File: config.mk
export PLATFORM = sky130hd
export DESIGN_NAME = blkbuf_front
export DESIGN_NICKNAME = d
export VERILOG_FILES = /design/src/rtl/blkbuf_pkg.sv /design/src/rtl/blkbuf_relmask.sv /design/src/rtl/blkbuf_core_stub.sv /design/src/rtl/blkbuf_front.sv
export SDC_FILE = /design/constraint.sdc
export NUM_CORES = 1
export LEC_CHECK = 0
export BUFFER_PORTS_ARGS = -buffer_cell sky130_fd_sc_hd__buf_2
export CAP_MARGIN = 20
export CORE_MARGIN = 2
export CORE_UTILIZATION = 67
export CTS_CLUSTER_DIAMETER = 40
export DETAILED_ROUTE_END_ITERATION = 7
export PLACE_DENSITY = 0.85
export RECOVER_POWER = 100
export REMOVE_ABC_BUFFERS = 1
export SLEW_MARGIN = 20
export SYNTH_ARGS = -nofsm -noshare
export SYNTH_HDL_FRONTEND = slang
export SYNTH_SLANG_ARGS = --single-unit
File: constraint.sdc
create_clock -name clk -period 3.6 [get_ports clk]
set_input_delay 0.54 -clock clk [delete_from_list [all_inputs] [get_ports clk]]
set_output_delay 0.54 -clock clk [all_outputs]
set_load 0.1 [all_outputs]
File: src/rtl/blkbuf_pkg.sv
package blkbuf_pkg;
    localparam int ADDR_W = 4;

    localparam logic [ADDR_W-1:0] A_CTRL  = 4'd0;
    localparam logic [ADDR_W-1:0] A_PTR   = 4'd1;
    localparam logic [ADDR_W-1:0] A_STAT  = 4'd2;
    localparam logic [ADDR_W-1:0] A_IRQEN = 4'd3;
    localparam logic [ADDR_W-1:0] A_DIN   = 4'd4;
    localparam logic [ADDR_W-1:0] A_DOUT  = 4'd5;
    localparam logic [ADDR_W-1:0] A_IV0   = 4'd8;

    // bit position of the output pointer inside the pointer register
    localparam int OPTR_LSB = 4;

    typedef enum logic [2:0] {
        M_ECB = 3'd0,
        M_CBC = 3'd1,
        M_OFB = 3'd2,
        M_FB  = 3'd3,
        M_CTR = 3'd4
    } mode_e;

    typedef enum logic [2:0] {
        SEG_128 = 3'd0,
        SEG_64  = 3'd1,
        SEG_32  = 3'd2,
        SEG_16  = 3'd3,
        SEG_8   = 3'd4
    } seg_e;
endpackage

File: src/rtl/blkbuf_relmask.sv
module blkbuf_relmask
    import blkbuf_pkg::*;
#(
    parameter int NW = 4
) (
    input  logic [2:0]    mode,
    input  logic [2:0]    seg,
    output logic [NW-1:0] rel
);
    // relevant words per mode / segment
    always_comb begin
        rel = '1;
        if (mode == 3'(M_FB)) begin
            case (seg)
                3'(SEG_64): begin
                    rel      = '0;
                    rel[1:0] = 2'b11;
                end
                3'(SEG_32), 3'(SEG_16), 3'(SEG_8): begin
                    rel    = '0;
                    rel[0] = 1'b1;
                end
                default: rel = '1;
            endcase
        end
    end
endmodule

File: src/rtl/blkbuf_core_stub.sv
module blkbuf_core_stub #(
    parameter int NW  = 4,
    parameter int DW  = 32,
    parameter int LAT = 4
) (
    input  logic             clk,
    input  logic             rst_n,
    input  logic             req,
    input  logic [NW*DW-1:0] din,
    input  logic [NW*DW-1:0] key,
    output logic             busy,
    output logic             done,
    output logic [NW*DW-1:0] res
);
    localparam int CW = $clog2(LAT + 1);

    typedef struct packed {
        logic             busy;
        logic [CW-1:0]    cnt;
        logic             done;
        logic [NW*DW-1:0] res;
    } stub_t;

    stub_t st_d, st_q;
    logic [NW*DW-1:0] mix;

    // word-wise combination of data and initial vector
    for (genvar w = 0; w < NW; w++) begin : g_mix
        assign mix[w*DW +: DW] = din[w*DW +: DW] ^ key[w*DW +: DW];
    end

    always_comb begin
        st_d      = st_q;
        st_d.done = 1'b0;
        if (st_q.busy) begin
            if (st_q.cnt == '0) begin
                st_d.busy = 1'b0;
                st_d.done = 1'b1;
            end else begin
                st_d.cnt = st_q.cnt - 1'b1;
            end
        end else if (req) begin
            st_d.busy = 1'b1;
            st_d.cnt  = CW'(LAT - 1);
            st_d.res  = mix;
        end
    end

    always_ff @(posedge clk or negedge rst_n) begin
        if (!rst_n) st_q <= '0;
        else        st_q <= st_d;
    end

    assign busy = st_q.busy;
    assign done = st_q.done;
    assign res  = st_q.res;

    assert_done_after_busy_R12: assert property (@(posedge clk) disable iff (!rst_n)
        done |-> $past(busy));
    assert_busy_holds_R12: assert property (@(posedge clk) disable iff (!rst_n)
        (busy && st_q.cnt != '0) |=> busy);
endmodule

File: src/rtl/blkbuf_front.sv
module blkbuf_front
    import blkbuf_pkg::*;
#(
    parameter int NW  = 4,
    parameter int DW  = 32,
    parameter int LAT = 4
) (
    input  logic              clk,
    input  logic              rst_n,
    input  logic [ADDR_W-1:0] bus_addr,
    input  logic              bus_wr,
    input  logic              bus_rd,
    input  logic [DW/8-1:0]   bus_be,
    input  logic [DW-1:0]     bus_wdata,
    output logic [DW-1:0]     bus_rdata,
    output logic              irq
);
    localparam int PW = $clog2(NW);
    localparam int BW = DW / 8;

    typedef struct packed {
        logic [NW-1:0][DW-1:0] ibuf;
        logic [NW-1:0][DW-1:0] obuf;
        logic [NW-1:0][DW-1:0] iv;
        logic [PW-1:0]         iptr;
        logic [PW-1:0]         optr;
        logic [NW-1:0]         wmask;
        logic [NW-1:0]         rmask;
        logic                  ibuf_rdy;
        logic                  obuf_rdy;
        logic [1:0]            irqen;
        logic [2:0]            mode;
        logic [2:0]            seg;
        logic [DW-1:0]         rdata;
    } fe_t;

    fe_t q, n;

    logic [NW-1:0]    rel;
    logic             core_req, core_busy, core_done;
    logic [NW*DW-1:0] core_res;

    blkbuf_relmask #(.NW(NW)) u_relmask (
        .mode (q.mode),
        .seg  (q.seg),
        .rel  (rel)
    );

    blkbuf_core_stub #(.NW(NW), .DW(DW), .LAT(LAT)) u_core (
        .clk   (clk),
        .rst_n (rst_n),
        .req   (core_req),
        .din   (q.ibuf),
        .key   (q.iv),
        .busy  (core_busy),
        .done  (core_done),
        .res   (core_res)
    );

    logic wr_din, rd_dout, wr_ptr, wr_iv;
    logic [NW-1:0] ibit, obit;

    assign wr_din  = bus_wr && bus_addr == A_DIN;
    assign rd_dout = bus_rd && bus_addr == A_DOUT;
    assign wr_ptr  = bus_wr && bus_addr == A_PTR && bus_be[0];
    assign wr_iv   = bus_wr && bus_addr >= A_IV0 && bus_addr < A_IV0 + ADDR_W'(NW);
    assign ibit    = NW'(1) << q.iptr;
    assign obit    = NW'(1) << q.optr;

    // launch when every relevant word is present and the core is idle
    assign core_req = ((q.wmask & rel) == rel) && !core_busy;

    always_comb begin
        n = q;

        // control registers
        if (bus_wr && bus_addr == A_CTRL && bus_be[0]) begin
            n.mode = bus_wdata[2:0];
            n.seg  = bus_wdata[6:4];
        end
        if (bus_wr && bus_addr == A_IRQEN && bus_be[0])
            n.irqen = bus_wdata[1:0];
        if (wr_ptr) begin
            n.iptr = bus_wdata[PW-1:0];
            n.optr = bus_wdata[OPTR_LSB +: PW];
        end

        // initial vector takes full-word writes only
        if (wr_iv && bus_be == '1)
            n.iv[bus_addr[PW-1:0]] = bus_wdata;

        // hand-off to core
        if (core_req) begin
            n.wmask    = '0;
            n.ibuf_rdy = 1'b1;
        end

        // input word write
        if (wr_din) begin
            for (int b = 0; b < BW; b++) begin
                if (bus_be[b])
                    n.ibuf[q.iptr][b*8 +: 8] = bus_wdata[b*8 +: 8];
            end
            n.iptr = q.iptr + 1'b1;
            if ((rel & ibit) != '0) begin
                n.wmask    = n.wmask | ibit;
                n.ibuf_rdy = 1'b0;
            end
        end

        // output word read
        if (rd_dout) begin
            n.optr  = q.optr + 1'b1;
            n.rmask = q.rmask | (obit & rel);
            if (q.obuf_rdy && (((q.rmask | obit) & rel) == rel))
                n.obuf_rdy = 1'b0;
        end

        // result load wins over a read in the same cycle
        if (core_done) begin
            n.obuf     = core_res;
            n.rmask    = '0;
            n.obuf_rdy = 1'b1;
        end

        // registered read data
        if (bus_rd) begin
            n.rdata = '0;
            case (bus_addr)
                A_CTRL:  n.rdata = DW'({q.seg, 1'b0, q.mode});
                A_PTR:   n.rdata = DW'({q.optr, {(OPTR_LSB - PW){1'b0}}, q.iptr});
                A_STAT:  n.rdata = DW'({q.obuf_rdy, q.ibuf_rdy});
                A_IRQEN: n.rdata = DW'(q.irqen);
                A_DOUT:  n.rdata = q.obuf[q.optr];
                default: begin
                    if (bus_addr >= A_IV0 && bus_addr < A_IV0 + ADDR_W'(NW))
                        n.rdata = q.iv[bus_addr[PW-1:0]];
                end
            endcase
        end
    end

    always_ff @(posedge clk or negedge rst_n) begin
        if (!rst_n) begin
            q          <= '0;
            q.ibuf_rdy <= 1'b1;
        end else begin
            q <= n;
        end
    end

    assign bus_rdata = q.rdata;
    assign irq       = |({q.obuf_rdy, q.ibuf_rdy} & q.irqen);

    assert_inptr_step_R2: assert property (@(posedge clk) disable iff (!rst_n)
        wr_din |=> q.iptr == PW'($past(q.iptr) + 1'b1));
    assert_ptr_load_R3: assert property (@(posedge clk) disable iff (!rst_n)
        wr_ptr |=> q.optr == $past(bus_wdata[OPTR_LSB +: PW]));
    assert_launch_ready_R4: assert property (@(posedge clk) disable iff (!rst_n)
        (core_req && !wr_din) |=> (q.ibuf_rdy && q.wmask == '0));
    assert_iv_partial_R8: assert property (@(posedge clk) disable iff (!rst_n)
        (wr_iv && bus_be != '1) |=> $stable(q.iv));
    assert_rd_latency_R10: assert property (@(posedge clk) disable iff (!rst_n)
        (bus_rd && bus_addr == A_STAT) |=>
            q.rdata == DW'({$past(q.obuf_rdy), $past(q.ibuf_rdy)}));
    assert_load_wins_R11: assert property (@(posedge clk) disable iff (!rst_n)
        core_done |=> (q.obuf_rdy && q.rmask == '0));
endmodule

==> impl_metrics.tcl, run 1 <==
set metrics [dict create \
    vdd_drop_max_v 0.000390 \
    critical_path_required_ps 4060 \
    worst_slew_pin_slew_ps 1970 \
    synthesis.area_um2 24900 \
    nets 1745 \
    failed_checks "capacitance limit, slew limit" \
    reg2reg_slack_ps 630 \
    ys_seq_elements 571 \
    timing.rr.start "q[33]" \
    postRouteAntennaNets 0 \
    synth-edff-count 0 \
    vias_per_cell 6.26 \
    cts.root.buffer_cell "clkbuf_16" \
    min_to "q[145]" \
    clk-insertion-delay-late_ps 590 \
    die_w_um 197 \
    power_mw 16.9 \
    finalHoldViolations 0 \
    h-tree-depth 3 \
    core-area_um2 36600 \
    tritoncts "built" \
    yosysWarnings 0 \
    met1_length_um 22700 \
    wl_per_cell_um 24.7 \
    grt_max_degree 116 \
    synthCells 1630 \
    outcome "finished with violations" \
    min_path_cells 2 \
    postCtsSetupRepairBufs 0 \
    wirelength_um 54600 \
    via_count 13849 \
    syn_avg_cell_area_um2 15.3 \
    drive_gt1_share_pct 36.8 \
    worst-setup-path-type "register to register" \
    io_pins 77 \
    wl_met3_um 3080 \
    drc_errors 0 \
    hold_start "bus_wdata[27]" \
    finalClockSkew_ps 27.3 \
    worstPathCellList "nor3b_1 > o21ai_0 > a221oi_4 > clkbuf_1 > mux2_2" \
    min_path_type "input pin to register" \
    numCtsBuffers 70 \
    drt_iter0_markers 846 \
    cp-end-kind "register" \
    post-route-period-util_pct 82.5 \
    max-cap-violations 2 \
    fp.dieArea_um2 38700 \
    hold-worst-slack_ps 288 \
    syn2layout_area_growth_pct 12.0 \
    antenna_found_initial 8 \
    start_kind "register" \
    power.leakage_nw 14.4 \
    io_buffers 76 \
    clock.fmax_mhz 337 \
    num-fill-cells 2130 \
    slew_headroom_pct -31.3 \
    synthFlopType "dfrtp_1" \
    critPathLaunch "q[33]" \
    rr_endpoint "u_core.res[1]" \
    cp_num_buf_inv 1 \
    p_per_area_nw_per_um2 607 \
    ys_async_sr_fraction_pct 100 \
    cts_max_path_buffers 3 \
    grt_pass1_vias 15332 \
    dieHeight_um 197 \
    rsz0062_at_grt "no" \
    setup_viol 0 \
    grt_overflow_total 0 \
    synth_cell_types 48 \
    worst-path-max-fanout 15 \
    grt_usage_pct 29.6 \
    highest_layer "met5" \
    ys_seq_area_share_pct 57.4 \
    worst_path_dominant_cell_family "buffers and inverters" \
    tritoncts_num_sinks 571 \
    rows 70 \
    globalplace.congestion 0.782 \
    drv_slew 74 \
    arrival_ps 3430 \
    crit_slowest_cell "clkbuf_1" \
    grt_first_pass_wirelength_um 86800 \
    dr_wl_met2_um 27100 \
    path_clk_slew_ps 60 \
    min_period_ps 2970 \
    reg2reg_depth 5 \
    hpwl_um 31400 \
    initial_core_util_pct 68.0 \
    cpPeakStageDelay_ps 810 \
    first_pass_iters 5 \
]
## Yosys cell counts (3+ instances only)
library cell | count | area, um2
dfrtp_1 | 570 | 14300
mux2_2 | 389 | 4380
mux2_1 | 139 | 1570
xor2_1 | 128 | 1120
mux4_2 | 64 | 1440
buf_4 | 37 | 278
clkbuf_1 | 36 | 135
a21oi_1 | 34 | 170
nor2_1 | 34 | 128
buf_2 | 32 | 160
a22oi_1 | 29 | 218
nand2_1 | 23 | 86.3
buf_6 | 10 | 113
ha_1 | 10 | 125
inv_1 | 10 | 37.5
nand3_1 | 10 | 50.1
nand3_2 | 9 | 90.1
nor2b_1 | 9 | 56.3
buf_1 | 6 | 22.5
a22o_1 | 4 | 35.0
a31oi_1 | 3 | 18.8
nor3b_2 | 3 | 37.5
o22a_1 | 3 | 26.3
o22ai_1 | 3 | 18.8
o31ai_1 | 3 | 22.5
## flip-flops by register name (all words and copies together) (netlist names)
name,cells
u_core.st_q,3
u_core.res,128
q,406
u_core.done,1
u_core.busy,1
bus_rdata,32
## power breakdown
group	internal [mW]	switching (mW)	total [mW]	leakage, nW
clock	4.62	2.75	7.37	1.22
sequential	7.04	0.490	7.53	7.81
combinational	0.876	1.13	2.01	5.33
total	12.5	4.38	16.9	14.4
## layer usage
metal | global-route usage, % | up-vias
met3 | 6.33 | 122
li1 | - | 5961
met5 | 0 | -
met4 | 11.6 | 10
met2 | 48.2 | 371
met1 | 39.6 | 7385
## cell families after synthesis
kind of cell               share of synthesized area (%)
muxes                                               29.7
DFF                                                 57.4
buffers and inverters                               3.00
xor gates and xnor gates                            4.54
and+or+nand+nor                                     2.24
AOI/OAI and AO/OA                                   2.56
adders and majority gates                          0.503
## worst register-to-register path, cell delays in order, from the launching register on
cell and delay [ps]:
dfrtp_1 440, nor3b_1 390, o21ai_0 380, a221oi_4 400, clkbuf_1 810, mux2_2 430
## timing repair
action | 4_1_cts | 5_1_grt
hold buffers | 1 | 0
gates resized for setup | 0 | 0
hold endpoints to repair | 32 | 0
## layout make-up
type,count,area (um2),area share (%)
multi-input cells,928,9810,35.2
clock inverters,37,505,1.81
repair buffers,110,674,2.42
inverters,10,37.5,0.135
flip-flops and latches,571,14300,51.3
well taps,468,586,2.10
diodes,2,5.00,0.0180
clock buffers,87,1960,7.03
## worst max path at each step
| stage | endpoint | slack (ps) | cells past startpoint |
|---|---|---|---|
| finish | u_core.res[1] | 630 | 5 |
| CTS | u_core.res[24] | 1090 | 5 |
| global route | u_core.res[1] | 510 | 5 |
| detailed placement | q[329] | 790 | 5 |
| global placement | q[341] | 900 | 5 |
| floorplan | u_core.res[0] | -3910 | 4 |
## per-stage QoR
step	std cells	worst slack (ps)	utilization [%]	setup TNS [ps]	cell area (um2)
2_1_floorplan	1509	-3910	-	-495980	24200
3_3_place_gp	2086	900	69.9	0	25600
3_5_place_dp	2086	794	69.9	0	25600
4_1_cts	2211	1090	76.7	0	28100
5_1_grt	2212	514	76.1	0	27900
6_report	2213	629	76.1	0	27900
## layout by cell type, fill, tap and decap left out, drive strengths merged, types with 2 or more instances in the layout
cell type	Yosys	final
nor3b	3	3
o22a	3	3
o211ai	2	2
a21oi	34	34
mux4	64	64
xor2	128	128
clkbuf	36	134
dfrtp	570	570
buf	85	62
o2bb2ai	2	2
nor2b	9	9
and3	2	2
inv	10	17
nand3	19	19
clkinvlp	0	2
a22o	4	4
clkinv	0	18
nand2	23	23
a32oi	2	2
o21ai	3	3
mux2	528	528
bufinv	0	10
nand2b	2	2
nor4bb	2	2
a31oi	3	3
and2	2	2
nor2	34	34
ha	10	10
a221oi	3	3
o22ai	3	3
o31ai	3	3
a22oi	29	29
nor3	3	3
diode	0	2
No activity file was read; power rests on OpenSTA's default activity.
==> inputs of run 2 (changes only) <==
--- a/config.mk
+++ b/config.mk
@@ -8,10 +8,10 @@
 export BUFFER_PORTS_ARGS = -buffer_cell sky130_fd_sc_hd__buf_2
 export CAP_MARGIN = 20
 export CORE_MARGIN = 2
-export CORE_UTILIZATION = 67
+export CORE_UTILIZATION = 56
 export CTS_CLUSTER_DIAMETER = 40
 export DETAILED_ROUTE_END_ITERATION = 7
-export PLACE_DENSITY = 0.85
+export PLACE_DENSITY = 0.76
 export RECOVER_POWER = 100
 export REMOVE_ABC_BUFFERS = 1
 export SLEW_MARGIN = 20
==> constraint.sdc (replaced) <==
create_clock -name clk -period 2.5 [get_ports clk]
set_input_delay 0.375 -clock clk [delete_from_list [all_inputs] [get_ports clk]]
set_output_delay 0.375 -clock clk [all_outputs]
set_load 0.1 [all_outputs]
==> impl_metrics.tcl, run 2 (synthesis results as in run 1) <==
set metrics [dict create \
    tritoncts "built" \
    layout_commonest_cell "dfrtp_1" \
    worst-path-max-fanout 21 \
    io_pins 77 \
    min_path_cells 2 \
    rows 77 \
    largest_reg_flops 406 \
    slew_headroom_pct -18.3 \
    wl_per_cell_um 22.3 \
    min_to "q[160]" \
    initial_core_util_pct 56.5 \
    cp-end-kind "register" \
    vias_per_cell 5.73 \
    grt_pass1_vias 15106 \
    h-tree-depth 3 \
    largest_register "q" \
    globalplace.congestion 0.758 \
    drive_gt1_share_pct 37.8 \
    rsz0062_at_grt "no" \
    numCtsBuffers 74 \
    core-area_um2 44000 \
    cts_max_path_buffers 3 \
    min_period_ps 2380 \
    cts.root.buffer_cell "clkbuf_16" \
    postRouteAntennaNets 0 \
    grt_usage_pct 24.1 \
    reg2reg_slack_ps 170 \
    final_cell_mix "569 x dfrtp_1, 389 x mux2_2, 139 x mux2_1" \
    grt_overflow_total 0 \
    rr_endpoint "u_core.res[18]" \
    fp.dieArea_um2 46100 \
    p_per_area_nw_per_um2 876 \
    finalClockSkew_ps 16.2 \
    num-fill-cells 3230 \
    syn2layout_area_growth_pct 13.9 \
    final_util_pct 64.4 \
    clock.fmax_mhz 419 \
    io_buffers 76 \
    drt_iter0_markers 697 \
    finalHoldViolations 0 \
    first_pass_iters 4 \
    ctsResizeCount 0 \
    post-route-period-util_pct 95.4 \
    postCtsSetupRepairBufs 0 \
    failed_checks "capacitance limit, slew limit" \
    dieHeight_um 215 \
    path_clk_slew_ps 60 \
    vdd_drop_max_v 0.000526 \
    drv_slew 58 \
    critical_path_required_ps 2970 \
    hold_start "bus_wdata[10]" \
    hpwl_um 32700 \
    tritoncts_num_sinks 571 \
    min_path_type "input pin to register" \
    timing.rr.start "q[33]" \
    via_count 13551 \
    clk-insertion-delay-late_ps 590 \
    grt_max_degree 77 \
    die_w_um 215 \
    start_kind "input pin" \
    antenna_found_initial 4 \
    grt_first_pass_wirelength_um 86100 \
    wirelength_um 52800 \
    worst-setup-path-type "input pin to register" \
    nets 1770 \
    power_mw 24.8 \
    outcome "finished with violations" \
    setup_viol 0 \
    reg2reg_depth 5 \
    drc_errors 0 \
    arrival_ps 2850 \
    max-cap-violations 1 \
    worst_slew_pin_slew_ps 1770 \
    power.leakage_nw 14.5 \
    hold-worst-slack_ps 111 \
]
## run 2: cell types whose count changed in the layout (fill, tap and decap cells not counted), moves of 4 or more
cell and delta:
clkinv_2 -5, clkbuf_2 +8, buf_4 +4, clkbuf_16 +5
## run 2: worst max-delay path: stages
cell      delay, ps
clkbuf_1        370
nor2b_1         240
nand4_1         220
nor2_1          630
clkbuf_4        600
mux2_2          390
## run 2: layer usage
| layer | up-vias | global-route usage (%) | part of all wire, % |
|---|---|---|---|
| li1 | 6028 | - | - |
| met1 | 7183 | 31.8 | 43 |
| met2 | 234 | 40.9 | 50 |
| met3 | 102 | 4.10 | 4.2 |
| met4 | 4 | 7.96 | 2.4 |
| met5 | - | 0 | 0.045 |
## run 2: worst max path at each step
stage	startpoint	slack, ps	endpoint	cells after the start
after CTS	q[33]	210	u_core.res[4]	5
final	bus_addr[3]	120	q[168]	6
after global placement	bus_addr[0]	290	q[405]	6
after floorplan	q[33]	-5010	u_core.res[0]	4
after detailed placement	q[33]	240	u_core.res[7]	5
after global routing	q[51]	60	bus_rdata[21]	4
## run 2: cell type report
type / instances / area (um2) / area share, %
antenna: 1 / 2.50 / 0.00883
clock buffer: 94 / 2110 / 7.45
clock inverter: 38 / 522 / 1.84
inverter: 10 / 37.5 / 0.132
multi-input combinational: 928 / 9800 / 34.6
sequential: 571 / 14300 / 50.4
tap: 592 / 741 / 2.61
timing repair buffer: 131 / 841 / 2.97
## run 2: per-stage QoR
step	instance area (um2)	std cells	worst slack [ps]	TNS [ps]
after floorplan	24200	1509	-5010	-917420
after global placement	26000	2231	286	0
after detailed placement	26000	2231	237	0
after CTS	28600	2364	214	0
after global routing	28400	2365	59.6	0
final	28400	2365	115	0
## run 2: power by group
part	switching [mW]	internal, mW
Clock	4.09	7.07
Sequential	0.644	10.1
Combinational	1.61	1.28
## run 2: repair_timing
| action | in CTS | in global routing |
|---|---|---|
| setup endpoints to repair | 0 | 0 |
| hold endpoints to repair | 44 | 0 |
| hold buffers | 1 | 0 |
